<file path="config.mk">
export PLATFORM = sky130hd
export DESIGN_NAME = pp_host_seq
export DESIGN_NICKNAME = d
export VERILOG_FILES = /design/src/rtl/pp_pkg.sv /design/src/rtl/pp_phase_timer.sv /design/src/rtl/pp_busy_watch.sv /design/src/rtl/pp_host_seq.sv
export SDC_FILE = /design/constraint.sdc
export NUM_CORES = 1
export LEC_CHECK = 0
export ABC_AREA = 1
export BUFFER_PORTS_ARGS = -buffer_cell sky130_fd_sc_hd__buf_2
export CAP_MARGIN = 20
export CORE_UTILIZATION = 55
export DETAILED_ROUTE_END_ITERATION = 8
export PLACE_DENSITY = 0.86
export SYNTH_ARGS = -nofsm -noshare
export SYNTH_HDL_FRONTEND = slang
export SYNTH_SLANG_ARGS = --single-unit
</file>
<file path="constraint.sdc">
create_clock -name clk -period 2.4 [get_ports clk]
set_input_delay 0.24 -clock clk [delete_from_list [all_inputs] [get_ports clk]]
set_output_delay 0.24 -clock clk [all_outputs]
set_load 0.01 [all_outputs]
</file>
<file path="src/rtl/pp_pkg.sv">
package pp_pkg;

  typedef enum logic [2:0] {
    OP_LOAD  = 3'd0,
    OP_PAGE  = 3'd1,
    OP_WRITE = 3'd2,
    OP_ERASE = 3'd3,
    OP_READ  = 3'd4
  } pp_op_e;

  typedef enum logic [3:0] {
    ST_IDLE, ST_LD_SETUP, ST_LD_HIGH, ST_LD_HOLD,
    ST_PG_SETUP, ST_PG_HIGH, ST_PG_HOLD,
    ST_WR_SETUP, ST_WR_LOW, ST_WR_BUSY, ST_WR_HOLD,
    ST_RD_TURN, ST_RD_OE, ST_RD_REL, ST_RESP
  } pp_state_e;

  // nanoseconds to clock cycles, rounded up
  function automatic int ns_to_cyc(input int ns, input int clk_ps);
    longint num;
    num = longint'(ns) * 64'sd1000 + longint'(clk_ps) - 64'sd1;
    return int'(num / longint'(clk_ps));
  endfunction

  function automatic int max2(input int a, input int b);
    return (a > b) ? a : b;
  endfunction

endpackage

</file>
<file path="src/rtl/pp_phase_timer.sv">
module pp_phase_timer #(
  parameter int W = 8
) (
  input  logic         clk,
  input  logic         rst_n,
  input  logic         load,
  input  logic [W-1:0] val,
  output logic         zero
);
  logic [W-1:0] cnt;

  always_ff @(posedge clk or negedge rst_n) begin
    if (!rst_n)            cnt <= '0;
    else if (load)         cnt <= val;
    else if (cnt != '0)    cnt <= cnt - 1'b1;
  end

  assign zero = (cnt == '0);
endmodule

</file>
<file path="src/rtl/pp_busy_watch.sv">
module pp_busy_watch #(
  parameter int LOWBY  = 200,
  parameter int WR_LIM = 700000,
  parameter int ER_LIM = 2200000
) (
  input  logic clk,
  input  logic rst_n,
  input  logic start,
  input  logic erase,
  input  logic rdy,
  output logic fin,
  output logic err
);
  localparam int LIM_MAX = (ER_LIM > WR_LIM) ? ER_LIM : WR_LIM;
  localparam int CW      = $clog2(LIM_MAX + 1);

  logic          active, seen, er_q;
  logic [CW-1:0] cnt, lim;

  assign lim = er_q ? CW'(ER_LIM - 1) : CW'(WR_LIM - 1);

  always_ff @(posedge clk or negedge rst_n) begin
    if (!rst_n) begin
      active <= 1'b0; seen <= 1'b0; er_q <= 1'b0;
      fin <= 1'b0; err <= 1'b0; cnt <= '0;
    end else if (start) begin
      active <= 1'b1; seen <= 1'b0; er_q <= erase;
      fin <= 1'b0; err <= 1'b0; cnt <= '0;
    end else if (active) begin
      cnt <= cnt + 1'b1;
      if (!rdy) seen <= 1'b1;
      if (seen && rdy) begin
        active <= 1'b0; fin <= 1'b1;
      end else if (!seen && rdy && cnt >= CW'(LOWBY - 1)) begin
        active <= 1'b0; fin <= 1'b1; err <= 1'b1;
      end else if (cnt >= lim) begin
        active <= 1'b0; fin <= 1'b1; err <= 1'b1;
      end
    end
  end

  // a clean finish needs the ready line seen high
  p_clean_finish_r5: assert property (@(posedge clk) disable iff (!rst_n)
    ($rose(fin) && !err) |-> $past(rdy));

  // an error finish never happens while the window is still open and busy was seen with ready back high
  p_err_cause_r6: assert property (@(posedge clk) disable iff (!rst_n)
    ($rose(fin) && err) |-> !($past(seen) && $past(rdy)));
endmodule

</file>
<file path="src/rtl/pp_host_seq.sv">
module pp_host_seq
  import pp_pkg::*;
#(
  parameter int CLK_PS     = 5000,
  parameter int SETUP_NS   = 67,
  parameter int HOLD_NS    = 67,
  parameter int XHIGH_NS   = 150,
  parameter int XLOW_NS    = 200,
  parameter int PHIGH_NS   = 150,
  parameter int PL_XH_NS   = 150,
  parameter int PL_WL_NS   = 67,
  parameter int WLOW_NS    = 150,
  parameter int RDYLOW_NS  = 1000,
  parameter int RDV_NS     = 350,
  parameter int REL_NS     = 250,
  parameter int WR_TMO_CYC = 700000,
  parameter int ER_TMO_CYC = 2200000,
  parameter int DW         = 8
) (
  input  logic          clk,
  input  logic          rst_n,
  input  logic          cmd_valid,
  output logic          cmd_ready,
  input  logic [2:0]    cmd_op,
  input  logic [1:0]    cmd_bs,
  input  logic [DW-1:0] cmd_data,
  output logic          rsp_valid,
  input  logic          rsp_ready,
  output logic [DW-1:0] rsp_data,
  output logic          rsp_err,
  output logic          pp_clk_strobe,
  output logic          pp_page_strobe,
  output logic          pp_sel_lo,
  output logic          pp_sel_hi,
  output logic          pp_wr_n,
  output logic          pp_oe_n,
  output logic [DW-1:0] pp_data_o,
  output logic          pp_data_oe,
  input  logic [DW-1:0] pp_data_i,
  input  logic          pp_ready
);
  localparam int T_SETUP  = ns_to_cyc(SETUP_NS, CLK_PS);
  localparam int T_HOLD   = ns_to_cyc(HOLD_NS, CLK_PS);
  localparam int T_XHIGH  = ns_to_cyc(XHIGH_NS, CLK_PS);
  localparam int T_LDHOLD = max2(T_HOLD, ns_to_cyc(XLOW_NS, CLK_PS));
  localparam int T_PHIGH  = ns_to_cyc(PHIGH_NS, CLK_PS);
  localparam int T_PGHOLD = max2(T_HOLD, max2(ns_to_cyc(PL_XH_NS, CLK_PS),
                                              ns_to_cyc(PL_WL_NS, CLK_PS)));
  localparam int T_WLOW   = ns_to_cyc(WLOW_NS, CLK_PS);
  localparam int T_RDYLOW = ns_to_cyc(RDYLOW_NS, CLK_PS);
  localparam int T_RDV    = ns_to_cyc(RDV_NS, CLK_PS) + 1;
  localparam int T_REL    = ns_to_cyc(REL_NS, CLK_PS);
  localparam int T_MAX    = max2(max2(max2(T_SETUP, T_XHIGH), max2(T_LDHOLD, T_PGHOLD)),
                                 max2(max2(T_PHIGH, T_WLOW), max2(T_RDV, T_REL)));
  localparam int TW       = $clog2(T_MAX + 1);

  pp_state_e     state_q, state_d;
  logic          t_load, t_zero;
  logic [TW-1:0] t_val;
  logic          bw_start, bw_fin, bw_err;
  logic          fire, bad_op, er_q, err_q;
  logic [1:0]    bs_q;
  logic [DW-1:0] dout_q, rd_q;

  assign cmd_ready = (state_q == ST_IDLE);
  assign rsp_valid = (state_q == ST_RESP);
  assign rsp_data  = rd_q;
  assign rsp_err   = err_q;
  assign fire      = cmd_valid && cmd_ready;
  assign bad_op    = (cmd_op > 3'd4);
  assign bw_start  = (state_q == ST_WR_SETUP) && t_zero;

  pp_phase_timer #(.W(TW)) u_timer (
    .clk(clk), .rst_n(rst_n), .load(t_load), .val(t_val), .zero(t_zero)
  );

  pp_busy_watch #(.LOWBY(T_RDYLOW), .WR_LIM(WR_TMO_CYC), .ER_LIM(ER_TMO_CYC)) u_busy (
    .clk(clk), .rst_n(rst_n), .start(bw_start), .erase(er_q),
    .rdy(pp_ready), .fin(bw_fin), .err(bw_err)
  );

  always_comb begin
    state_d = state_q;
    t_load  = 1'b0;
    t_val   = '0;
    unique case (state_q)
      ST_IDLE: if (cmd_valid) begin
        t_load = 1'b1;
        t_val  = TW'(T_SETUP - 1);
        case (cmd_op)
          OP_LOAD:  state_d = ST_LD_SETUP;
          OP_PAGE:  state_d = ST_PG_SETUP;
          OP_WRITE,
          OP_ERASE: state_d = ST_WR_SETUP;
          OP_READ:  state_d = ST_RD_TURN;
          default:  state_d = ST_RESP;
        endcase
      end
      ST_LD_SETUP: if (t_zero) begin state_d = ST_LD_HIGH; t_load = 1'b1; t_val = TW'(T_XHIGH - 1);  end
      ST_LD_HIGH:  if (t_zero) begin state_d = ST_LD_HOLD; t_load = 1'b1; t_val = TW'(T_LDHOLD - 1); end
      ST_LD_HOLD:  if (t_zero) state_d = ST_RESP;
      ST_PG_SETUP: if (t_zero) begin state_d = ST_PG_HIGH; t_load = 1'b1; t_val = TW'(T_PHIGH - 1);  end
      ST_PG_HIGH:  if (t_zero) begin state_d = ST_PG_HOLD; t_load = 1'b1; t_val = TW'(T_PGHOLD - 1); end
      ST_PG_HOLD:  if (t_zero) state_d = ST_RESP;
      ST_WR_SETUP: if (t_zero) begin state_d = ST_WR_LOW;  t_load = 1'b1; t_val = TW'(T_WLOW - 1);   end
      ST_WR_LOW:   if (t_zero) state_d = ST_WR_BUSY;
      ST_WR_BUSY:  if (bw_fin) begin state_d = ST_WR_HOLD; t_load = 1'b1; t_val = TW'(T_HOLD - 1);   end
      ST_WR_HOLD:  if (t_zero) state_d = ST_RESP;
      ST_RD_TURN:  if (t_zero) begin state_d = ST_RD_OE;   t_load = 1'b1; t_val = TW'(T_RDV - 1);    end
      ST_RD_OE:    if (t_zero) begin state_d = ST_RD_REL;  t_load = 1'b1; t_val = TW'(T_REL - 1);    end
      ST_RD_REL:   if (t_zero) state_d = ST_RESP;
      ST_RESP:     if (rsp_ready) state_d = ST_IDLE;
      default:     state_d = ST_IDLE;
    endcase
  end

  always_ff @(posedge clk or negedge rst_n) begin
    if (!rst_n) begin
      state_q        <= ST_IDLE;
      pp_clk_strobe  <= 1'b0;
      pp_page_strobe <= 1'b0;
      pp_wr_n        <= 1'b1;
      pp_oe_n        <= 1'b1;
      pp_data_oe     <= 1'b0;
    end else begin
      state_q        <= state_d;
      pp_clk_strobe  <= (state_d == ST_LD_HIGH);
      pp_page_strobe <= (state_d == ST_PG_HIGH);
      pp_wr_n        <= (state_d != ST_WR_LOW);
      pp_oe_n        <= (state_d != ST_RD_OE);
      pp_data_oe     <= (state_d inside {ST_LD_SETUP, ST_LD_HIGH, ST_LD_HOLD});
    end
  end

  always_ff @(posedge clk or negedge rst_n) begin
    if (!rst_n) begin
      bs_q <= '0; dout_q <= '0; rd_q <= '0; err_q <= 1'b0; er_q <= 1'b0;
    end else if (fire) begin
      bs_q   <= cmd_bs;
      dout_q <= cmd_data;
      rd_q   <= '0;
      err_q  <= bad_op;
      er_q   <= (cmd_op == OP_ERASE);
    end else begin
      if (state_q == ST_RD_OE && t_zero)     rd_q  <= pp_data_i;
      if (state_q == ST_WR_BUSY && bw_fin)   err_q <= bw_err;
    end
  end

  assign pp_sel_lo = bs_q[0];
  assign pp_sel_hi = bs_q[1];
  assign pp_data_o = dout_q;

  // width counters used only by the checks below
  int xh_run, pg_run, wl_run;
  always_ff @(posedge clk or negedge rst_n) begin
    if (!rst_n) begin
      xh_run <= 0; pg_run <= 0; wl_run <= 0;
    end else begin
      xh_run <= pp_clk_strobe  ? xh_run + 1 : 0;
      pg_run <= pp_page_strobe ? pg_run + 1 : 0;
      wl_run <= !pp_wr_n       ? wl_run + 1 : 0;
    end
  end

  p_clk_width_r3: assert property (@(posedge clk) disable iff (!rst_n)
    (!pp_clk_strobe && xh_run != 0) |-> xh_run >= T_XHIGH);
  p_clk_stable_r3: assert property (@(posedge clk) disable iff (!rst_n)
    (pp_clk_strobe && $past(pp_clk_strobe)) |-> $stable({pp_sel_hi, pp_sel_lo, pp_data_o, pp_data_oe}));
  p_page_width_r4: assert property (@(posedge clk) disable iff (!rst_n)
    (!pp_page_strobe && pg_run != 0) |-> pg_run >= T_PHIGH);
  p_page_sel_r4: assert property (@(posedge clk) disable iff (!rst_n)
    (pp_page_strobe && $past(pp_page_strobe)) |-> $stable({pp_sel_hi, pp_sel_lo}));
  p_wr_width_r5: assert property (@(posedge clk) disable iff (!rst_n)
    (pp_wr_n && wl_run != 0) |-> wl_run >= T_WLOW);
  p_no_contention_r9: assert property (@(posedge clk) disable iff (!rst_n)
    !(pp_data_oe && !pp_oe_n));
  p_rsp_hold_r2: assert property (@(posedge clk) disable iff (!rst_n)
    (rsp_valid && !rsp_ready) |=> (rsp_valid && $stable(rsp_data) && $stable(rsp_err)));
  p_one_strobe_r10: assert property (@(posedge clk) disable iff (!rst_n)
    $onehot0({pp_clk_strobe, pp_page_strobe, !pp_wr_n, !pp_oe_n}));
endmodule

</file>
# [Word level (Yosys, flattened, before mapping)]
# Cells that the tools add are included.
[word_totals] in_bits=26 output_inout_bits=26 wordCells=125 reg_bits=63
[classes] order_cmp=3 n_eq_ne=26 reduce_logical=26 muxes=50 n_addsub=2
[ops] op="$mux 22" n=3
[ops] op="$mux 4" n=14
[ops] op="$pmux 4 s12" n=1
[ops] op="$pmux 7 s6" n=1
[ops] op="$eq 4x4->1 const B" n=7
[ops] op="$add 22x1->22 const B" n=1
[ops] op="$ge 22x22->1" n=1
[ops] op="$ge 22x8->1 const B" n=1
[ops] op="$mux 1" n=21
[ops] op="$mux 7" n=3
[ops] op="$eq 4x3->1 const B" n=5
[ops] op="$eq 4x2->1 const B" n=4
[ops] op="$mux 8" n=2
[ops] op="$pmux 4 s4" n=1
[ops] op="$mux 6" n=2
[ops] op="$eq 4x1->1 const B" n=2
[ops] op="$ne 4x4->1 const B" n=2
[ops] op="$reduce_bool 2->1" n=4
[ops] op="$reduce_or 4->1" n=2
[ops] op="$logic_and 1x1->1" n=7
[ops] op="$logic_not 7->1" n=1
[ops] op="$reduce_bool 7->1" n=1
[ops] op="$reduce_or 7->1" n=1
[ops] op="$sub 7x1->7 const B" n=1
[ops] op="16 further kinds" n=19

# [Logic depth before layout (Yosys ltp)]
# Gate-level depths: netlist (run 1).
[depth] word_depth=7 depth_mapped=14 ltp_nobuf=14

# [Cells and area by module]
# Synthesis (run 1) repeated with hierarchy kept, for this count alone.
[unflattened] hier_cells=550 hier_area_um2=3991.3
[modules_own_cells] module="pp_busy_watch" seq_area_each_um2=675.6 n_inst=1 area_each_um2=1910.6 cells_each=260
[modules_own_cells] module="pp_host_seq" seq_area_each_um2=728.2 n_inst=1 area_each_um2=1597.8 cells_each=231
[modules_own_cells] module="pp_phase_timer" seq_area_each_um2=175.2 n_inst=1 area_each_um2=483.0 cells_each=59

# [Worst setup path after synthesis (run 1)]
# Ideal clock, no wire load.
[synth_timing] path_type="register to register" startpoint="register u_busy.er_q" endpoint="register u_busy.err" setup_ns=0.121 path_stages_with_launch=11 period_less_slack_ns=1.705 slack_ns=0.695 required_time_ns=2.279 t_arrival_ns=1.583 n_path_buf=0 cell_sequence="dfrtp_1 > inv_1 > ha_1 > nand2_1 > inv_1 > nand2_1 > inv_1 > a21oi_1 > nand3_1 > o211ai_1 > nand2_1"
[synth_between] elab_chain_cells=4
[synth_lines] element="start: declaration" line_no="pp_busy_watch.sv:17" rtl="logic active, seen, er_q;"
[synth_lines] element="start signal: assignment" line_no="pp_busy_watch.sv:24" rtl="active <= 1'b0; seen <= 1'b0; er_q <= 1'b0;"
[synth_lines] element="start signal: assignment" line_no="pp_busy_watch.sv:27" rtl="active <= 1'b1; seen <= 1'b0; er_q <= erase;"
[synth_lines] element="$mux 22" line_no="pp_busy_watch.sv:20" rtl="assign lim = er_q ? CW'(ER_LIM - 1) : CW'(WR_LIM - 1);"
[synth_lines] element="$ge 22x22->1" line_no="pp_busy_watch.sv:36" rtl="end else if (cnt >= lim) begin"
[synth_lines] element="$reduce_bool 3->1 (no source line)"
[synth_lines] element="$reduce_and 3->1 (no source line)"
[synth_lines] element="end signal: assignment" line_no="pp_busy_watch.sv:25" rtl="fin <= 1'b0; err <= 1'b0; cnt <= '0;"
[synth_lines] element="end signal: assignment" line_no="pp_busy_watch.sv:35" rtl="active <= 1'b0; fin <= 1'b1; err <= 1'b1;"
[synth_lines] element="end signal: assignment" line_no="pp_busy_watch.sv:37" rtl="active <= 1'b0; fin <= 1'b1; err <= 1'b1;"
[synth_lines] element="end: declaration" line_no="pp_busy_watch.sv:12" rtl="output logic err"
# No other way between the ends.
# A chain may end at the register's enable or synchronous reset.

# [Worst setup path in the final report (run 1)]
# Ends and elaborated chain as after synthesis.

==> impl_metrics.json, run 1 <==
{
  "outcome": "completed",
  "hold_path_class": "in -> reg",
  "cts_tree": "built",
  "fmax_mhz": 473,
  "core_area_um2": 6760,
  "clock_skew_ns": 0.0102,
  "slew_headroom_pct": 58.0,
  "synth_xor_area_share_pct": 1.15,
  "synth_top_family_by_area": "simple AND/OR/NAND/NOR gates",
  "placedCellCount": 635,
  "path_buf_inv": 1,
  "synth-seq-cells": 63,
  "worstSetupPathType": "reg -> reg",
  "dieWidth_um": 85.4,
  "slowest_delay_ns": 0.53,
  "die_h_um": 85.4,
  "synthSimpleGateAreaFrac_pct": 34.6,
  "cts_sinks": 63,
  "hold_depth": 3,
  "clock_latency_ns": 0.34,
  "cts_root_buffer": "clkbuf_8",
  "synth_fa_ha_area_share_pct": 4.91,
  "cpMaxStageDelayCell": "dfrtp_1",
  "finalHoldViolations": 0,
  "groute.usage.overall_pct": 25.3,
  "synth_edf_count": 0,
  "power_density_nw_per_um2": 901,
  "peakVddDrop_uv": 652,
  "layoutNonFillerInstCount": 652,
  "critPathMaxFanout": 8,
  "grt_antenna_before_repair": 0,
  "start_util_pct": 56.6,
  "drtPass1Iterations": 5,
  "crit_chain": "inv_1 > ha_1 > a21oi_1 > nand2_1 > a21oi_1 > nand3_1 > o211ai_1 > nand2_1",
  "htreeDepth": 3,
  "clkTransAtPathRegs_ns": 0.07,
  "synthMuxAreaShare_pct": 0,
  "setup-tns-final_ns": 0,
  "required_ns": 2.62,
  "async_reset_ff_share_pct": 100,
  "antenna_left": 0,
  "cts_buffers": 9,
  "ff2ff_path_depth": 8,
  "dieArea_um2": 7290,
  "final_common_cell": "nand2_1",
  "synth.avg_cell_area_um2": 7.49,
  "fin_total_pwr_uw": 3930,
  "setup_violations": 0,
  "grt_max_degree": 64,
  "drc_errors": 0,
  "layout_common_cells": "nand2_1, dfrtp_1, inv_1",
  "via_per_inst": 5.48,
  "syn_nets": 551,
  "place.gp.congestion": 1.00,
  "grt_pass1_vias": 3304,
  "synth_top_area_cell": "dfrtp_1",
  "ios": 52,
  "num_rows": 30,
  "cp.depth": 8,
  "drtIter0Drc": 232,
  "area_delta_synth_final_pct": 14.1,
  "cts_max_path_buffers": 2,
  "final_layout_size_suffix_gt1_share_pct": 21.3,
  "hpwl_um": 6340,
  "maxCapViolCount": 0,
  "period_share_pct": 88.2,
  "crit_family": "compound AO/OA/AOI/OAI gates",
  "synth-compound-area-share_pct": 9.43,
  "critical_path_arrival_ns": 2.34,
  "fin_crit_ns": 2.12,
  "io_buffers": 51,
  "grt_overflow": 0,
  "syn_inst": 510,
  "netlist_area_um2": 3820,
  "worstMarginPinSlew_ns": 0.624,
  "cp-start-kind": "register",
  "post_cts_buffers": 0,
  "synth.distinct_cells": 43,
  "grt_setup_unrepaired": "false",
  "power.leakage_uw": 0.00246,
  "utilization_pct": 64.5,
  "endpoint_kind": "register",
  "wl_per_cell_um": 13.1,
  "report.final.slew_viol_count": 0,
  "synth_top_area_share_pct": 39.9,
  "final_net_count": 608,
  "ys_warn_count": 0,
  "ys_seq_area_share_pct": 41.3,
  "drt_wl_total_um": 8530,
  "synthTopCellsByArea": "dfrtp_1, nand2_1, inv_1, ha_1, nor2_1",
  "grt_pass1_wl_um": 14600,
  "vias": 3574,
  "synth_ff_type": "dfrtp_1",
  "n_antenna_cell": 0
}
## per-stage QoR
stage               hold WS, ns  worst slack [ns]  cell area [um2]
floorplan               -0.0556             0.695             3820
global placement          0.273             0.399             4160
detailed placement        0.276             0.324             4160
CTS                      0.0927             0.314             4360
global route             0.0940             0.116             4360
finish                   0.0992             0.284             4360
## cells by family after synthesis
family / count (synthesis)
AOI/OAI and AO/OA: 62
xor gates and xnor gates: 5
adders and majority gates: 15
buffers and inverters: 82
DFF: 63
and+or+nand+nor: 283
## timing repair
action	in CTS	in global routing
resized for setup	0	0
endpoints found under the hold margin	61	0
hold buffers	1	0
## report_power, final
group | total (uW) | switching [uW] | internal (uW) | leakage [uW]
combinational | 1520 | 961 | 557 | 0.00153
sequential | 1530 | 209 | 1320 | 0.000828
clock | 879 | 420 | 459 | 0.0000946
total | 3930 | 1590 | 2340 | 0.00246
## sequential cells by signal, indices dropped and copies added, names as in the netlist, 2 cells and up
signal,cells
rsp_data,8
state_q,4
pp_data_o,8
bs_q,2
u_timer.cnt,7
u_busy.cnt,22
## layer usage
layer	up-vias	wire length (um)	part of all wire (%)	global-route usage, %
met5	-	0	0	0
met4	0	121	1.4	8.79
met3	21	510	6.0	4.47
met2	138	4020	47	42.2
met1	1665	3880	45	33.5
li1	1750	-	-	-
## Yosys cell counts, types with 2 or more instances
master	count
nand2_1	143
dfrtp_1	61
inv_1	60
nor2_1	50
nand3_1	32
a21oi_1	30
ha_1	15
inv_2	13
nor2_2	13
o21ai_0	13
nand4_1	10
nor3_1	8
nand2_2	7
nor4_1	4
buf_2	3
nor2_4	3
nor3_2	3
o21a_1	3
xor2_1	3
a211oi_1	2
a22oi_1	2
buf_4	2
dfstp_2	2
nand2_4	2
nand3_2	2
o211ai_1	2
o21ai_1	2
o21ai_2	2
o21bai_1	2
o31ai_1	2
xnor2_1	2
## path summary, 6_finish.rpt
check                                  from      endpoint  slack, ns
worst max register to register  u_busy.er_q    u_busy.err       0.28
max in group asynchronous             rst_n       pp_wr_n       1.67
worst min register to register      rsp_err       rsp_err       0.48
worst min-delay path            cmd_data[2]  pp_data_o[2]        0.1
worst max-delay path            u_busy.er_q    u_busy.err       0.28
min in group asynchronous             rst_n    state_q[1]       0.42
## tightest hold or removal path, delay by kind of cell
family / cells / cell delay (ns)
and+or+nand+nor: 2 / 0.09
buffers and inverters: 1 / 0.07
## cell type report
class	count	area, um2
clock buffers	12	165
clock inverters	4	28.8
flip-flops and latches	63	1580
inverters	74	280
well taps	80	100
multi-input cells	365	1910
fillers	557	2400
repair buffers	54	293
No activity file was read; power rests on OpenSTA's default activity.
==> run 2: changes to the inputs <==
Settings changed: PLACE_DENSITY 0.86 to 0.85, SKIP_LAST_GASP from default to 1, SYNTH_HIERARCHICAL from default to 1.
==> run 2 against run 1 <==
Count of clock-buffer cells in the layout shrank 2. Combinational power grew 27%. Critical path depth grew 6. Power grew 21%. First-iteration DRC count grew 21%. Global-route usage increased by 2.2 points. Cell area up 6.6%. Cell count is 8.7% higher. Die area rose by 4.3%. Fmax decreased by 5.3%. Largest cell class unchanged. Largest power group is now combinational cells.
==> impl_metrics.json, run 2 <==
{
  "cts_root_buffer": "clkbuf_8",
  "grt_max_degree": 64,
  "synth_edf_count": 0,
  "synth_ff_type": "dfrtp_1",
  "syn_nets": 592,
  "critPathMaxFanout": 6,
  "min-delay-start": "cmd_data[5]",
  "ff2ff_path_depth": 14,
  "power_density_nw_per_um2": 1020,
  "slew_headroom_pct": 61.0,
  "netlist_top_cells_count": "nand2_1, inv_1, dfrtp_1",
  "drtIter0Drc": 281,
  "synthTopCellsByArea": "dfrtp_1, nand2_1, inv_1, nor2_1, ha_1",
  "worstMarginPinSlew_ns": 0.585,
  "ys_seq_area_share_pct": 39.6,
  "drtPass1Iterations": 5,
  "grt_antenna_before_repair": 0,
  "period_share_pct": 93.1,
  "die_h_um": 87.2,
  "final_layout_size_suffix_gt1_share_pct": 20.4,
  "async_reset_ff_share_pct": 100,
  "synth.distinct_cells": 35,
  "groute.usage.overall_pct": 27.5,
  "cp-startpoint": "u_timer/cnt[0]",
  "netlist_area_um2": 3990,
  "required_ns": 2.67,
  "power.leakage_uw": 0.00255,
  "hold-path-endpoint": "pp_data_o[5]",
  "synth_top_area_cell": "dfrtp_1",
  "grt_overflow": 0,
  "dieArea_um2": 7600,
  "io_buffers": 51,
  "hpwl_um": 6980,
  "grt_setup_unrepaired": "false",
  "via_per_inst": 5.32,
  "clock_latency_ns": 0.34,
  "worstSetupPathType": "reg -> reg",
  "setup-tns-final_ns": 0,
  "drt_wl_total_um": 9600,
  "clock_skew_ns": 0.0128,
  "synth.avg_cell_area_um2": 7.26,
  "htreeDepth": 3,
  "ios": 52,
  "rr_endpoint": "u_busy/cnt[14]",
  "grt_pass1_wl_um": 16200,
  "fin_crit_ns": 2.23,
  "peakVddDrop_uv": 751,
  "num_rows": 30,
  "drc_errors": 0,
  "clkTransAtPathRegs_ns": 0.08,
  "finalHoldViolations": 0,
  "yosysMostFrequentCell": "nand2_1",
  "hold_path_class": "in -> reg",
  "layout_common_cells": "nand2_1, inv_1, dfrtp_1",
  "final_common_cell": "nand2_1",
  "fillers": 585,
  "cts_max_path_buffers": 2,
  "cp-start-kind": "register",
  "n_antenna_cell": 0,
  "ys_warn_count": 6,
  "antenna_left": 0,
  "grt_pass1_vias": 3573,
  "ff2ff_setup_slack_ns": 0.17,
  "core_area_um2": 6910,
  "cts_sinks": 63,
  "critical_path_arrival_ns": 2.50,
  "syn_inst": 550,
  "dieWidth_um": 87.2,
  "regMostFlops": "u_busy/cnt",
  "start_util_pct": 57.8,
  "report.final.slew_viol_count": 0,
  "area_delta_synth_final_pct": 16.5,
  "maxCapViolCount": 0,
  "rr_startpoint": "u_timer/cnt[0]",
  "cts_tree": "built",
  "largest_reg_flops": 22,
  "fmax_mhz": 448,
  "synth-seq-cells": 63,
  "final_net_count": 650,
  "wl_per_cell_um": 13.5,
  "hold_depth": 3,
  "synth_top_area_share_pct": 38.2,
  "setup_violations": 0,
  "place.gp.congestion": 0.915,
  "outcome": "completed",
  "post_cts_buffers": 0,
  "endpoint_kind": "register",
  "utilization_pct": 67.3,
  "vias": 3773,
  "cts_buffers": 9
}
run 2: cell count changes in the layout (fill, tap and decap cells not counted), sizes merged, moves of 7 or more:
cell	previous run	this run
o21ai	17	36
nand2	152	177
a21oi	30	23
nor2	67	80
run 2: routing by layer:
metal,global-route usage (%),vias up,routed length (um)
li1,-,1858,-
met1,36.5,1737,4290
met2,46.2,156,4550
met3,3.60,22,571
met4,9.99,0,189
met5,0,-,0
run 2: final cells by class:
cell class	instances	area (um2)	area share (%)
clock buffer	10	138	2.96
timing repair buffer	58	323	6.94
sequential	63	1580	34.0
clock inverter	6	116	2.50
multi-input combinational	405	2110	45.3
tap	96	120	2.58
inverter	71	267	5.73
run 2: cells by family (layout without fill, tap and decap cells):
kind of cell | after synthesis | after routing | synth area share [%]
buf+inv | 82 | 145 | 7.99
xor+xnor | 5 | 5 | 1.10
fa+ha+maj | 16 | 16 | 5.02
simple gates | 314 | 314 | 37.0
compound gates | 70 | 70 | 9.37
flops | 63 | 63 | 39.6
run 2: what timing repair did:
| item | CTS | global route |
|---|---|---|
| endpoints found under the setup margin | 0 | 6 |
| endpoints found under the hold margin | 61 | 0 |
| gates resized for setup | 0 | 1 |
| hold buffers | 1 | 0 |
run 2: power by group:
part / leakage (uW) / switching (uW) / internal, uW
logic: 0.00160 / 1250 / 683
clock network: 0.000127 / 430 / 725
registers: 0.000822 / 275 / 1380
run 2: worst max-delay path, stage by stage, from the launching register on:
cell and delay [ns]:
dfrtp_1 0.38, inv_1 0.12, ha_2 0.21, nand2_4 0.08
nor2_8 0.11, inv_1 0.09, nor3_4 0.20, nor2_4 0.11
nor2_2 0.13, nand2_2 0.09, nor2_4 0.13, nand2_2 0.08
nor3_2 0.15, o21ai_0 0.13, a21oi_1 0.16
run 2: worst max-delay path by stage:
stage,cells past startpoint,end
after floorplan,16,u_busy/cnt[15]
after global placement,15,u_busy/cnt[15]
after detailed placement,13,u_busy/cnt[20]
after CTS,15,u_busy/cnt[15]
after global routing,14,u_busy/cnt[14]
final,14,u_busy/cnt[14]
run 2: stage by stage:
stage / std cells / hold WS, ns / total power (uW) / worst slack [ns] / area, um2
3_3_place_gp: 692 / 0.273 / 3460 / 0.248 / 4380
6_report: 709 / 0.0965 / 4740 / 0.166 / 4650
3_5_place_dp: 692 / 0.277 / 3540 / 0.151 / 4380
4_1_cts: 709 / 0.0893 / 4740 / 0.131 / 4650
2_1_floorplan: 550 / -0.0556 / 3010 / 0.0341 / 4000
5_1_grt: 709 / 0.0924 / 5100 / 0.0139 / 4650
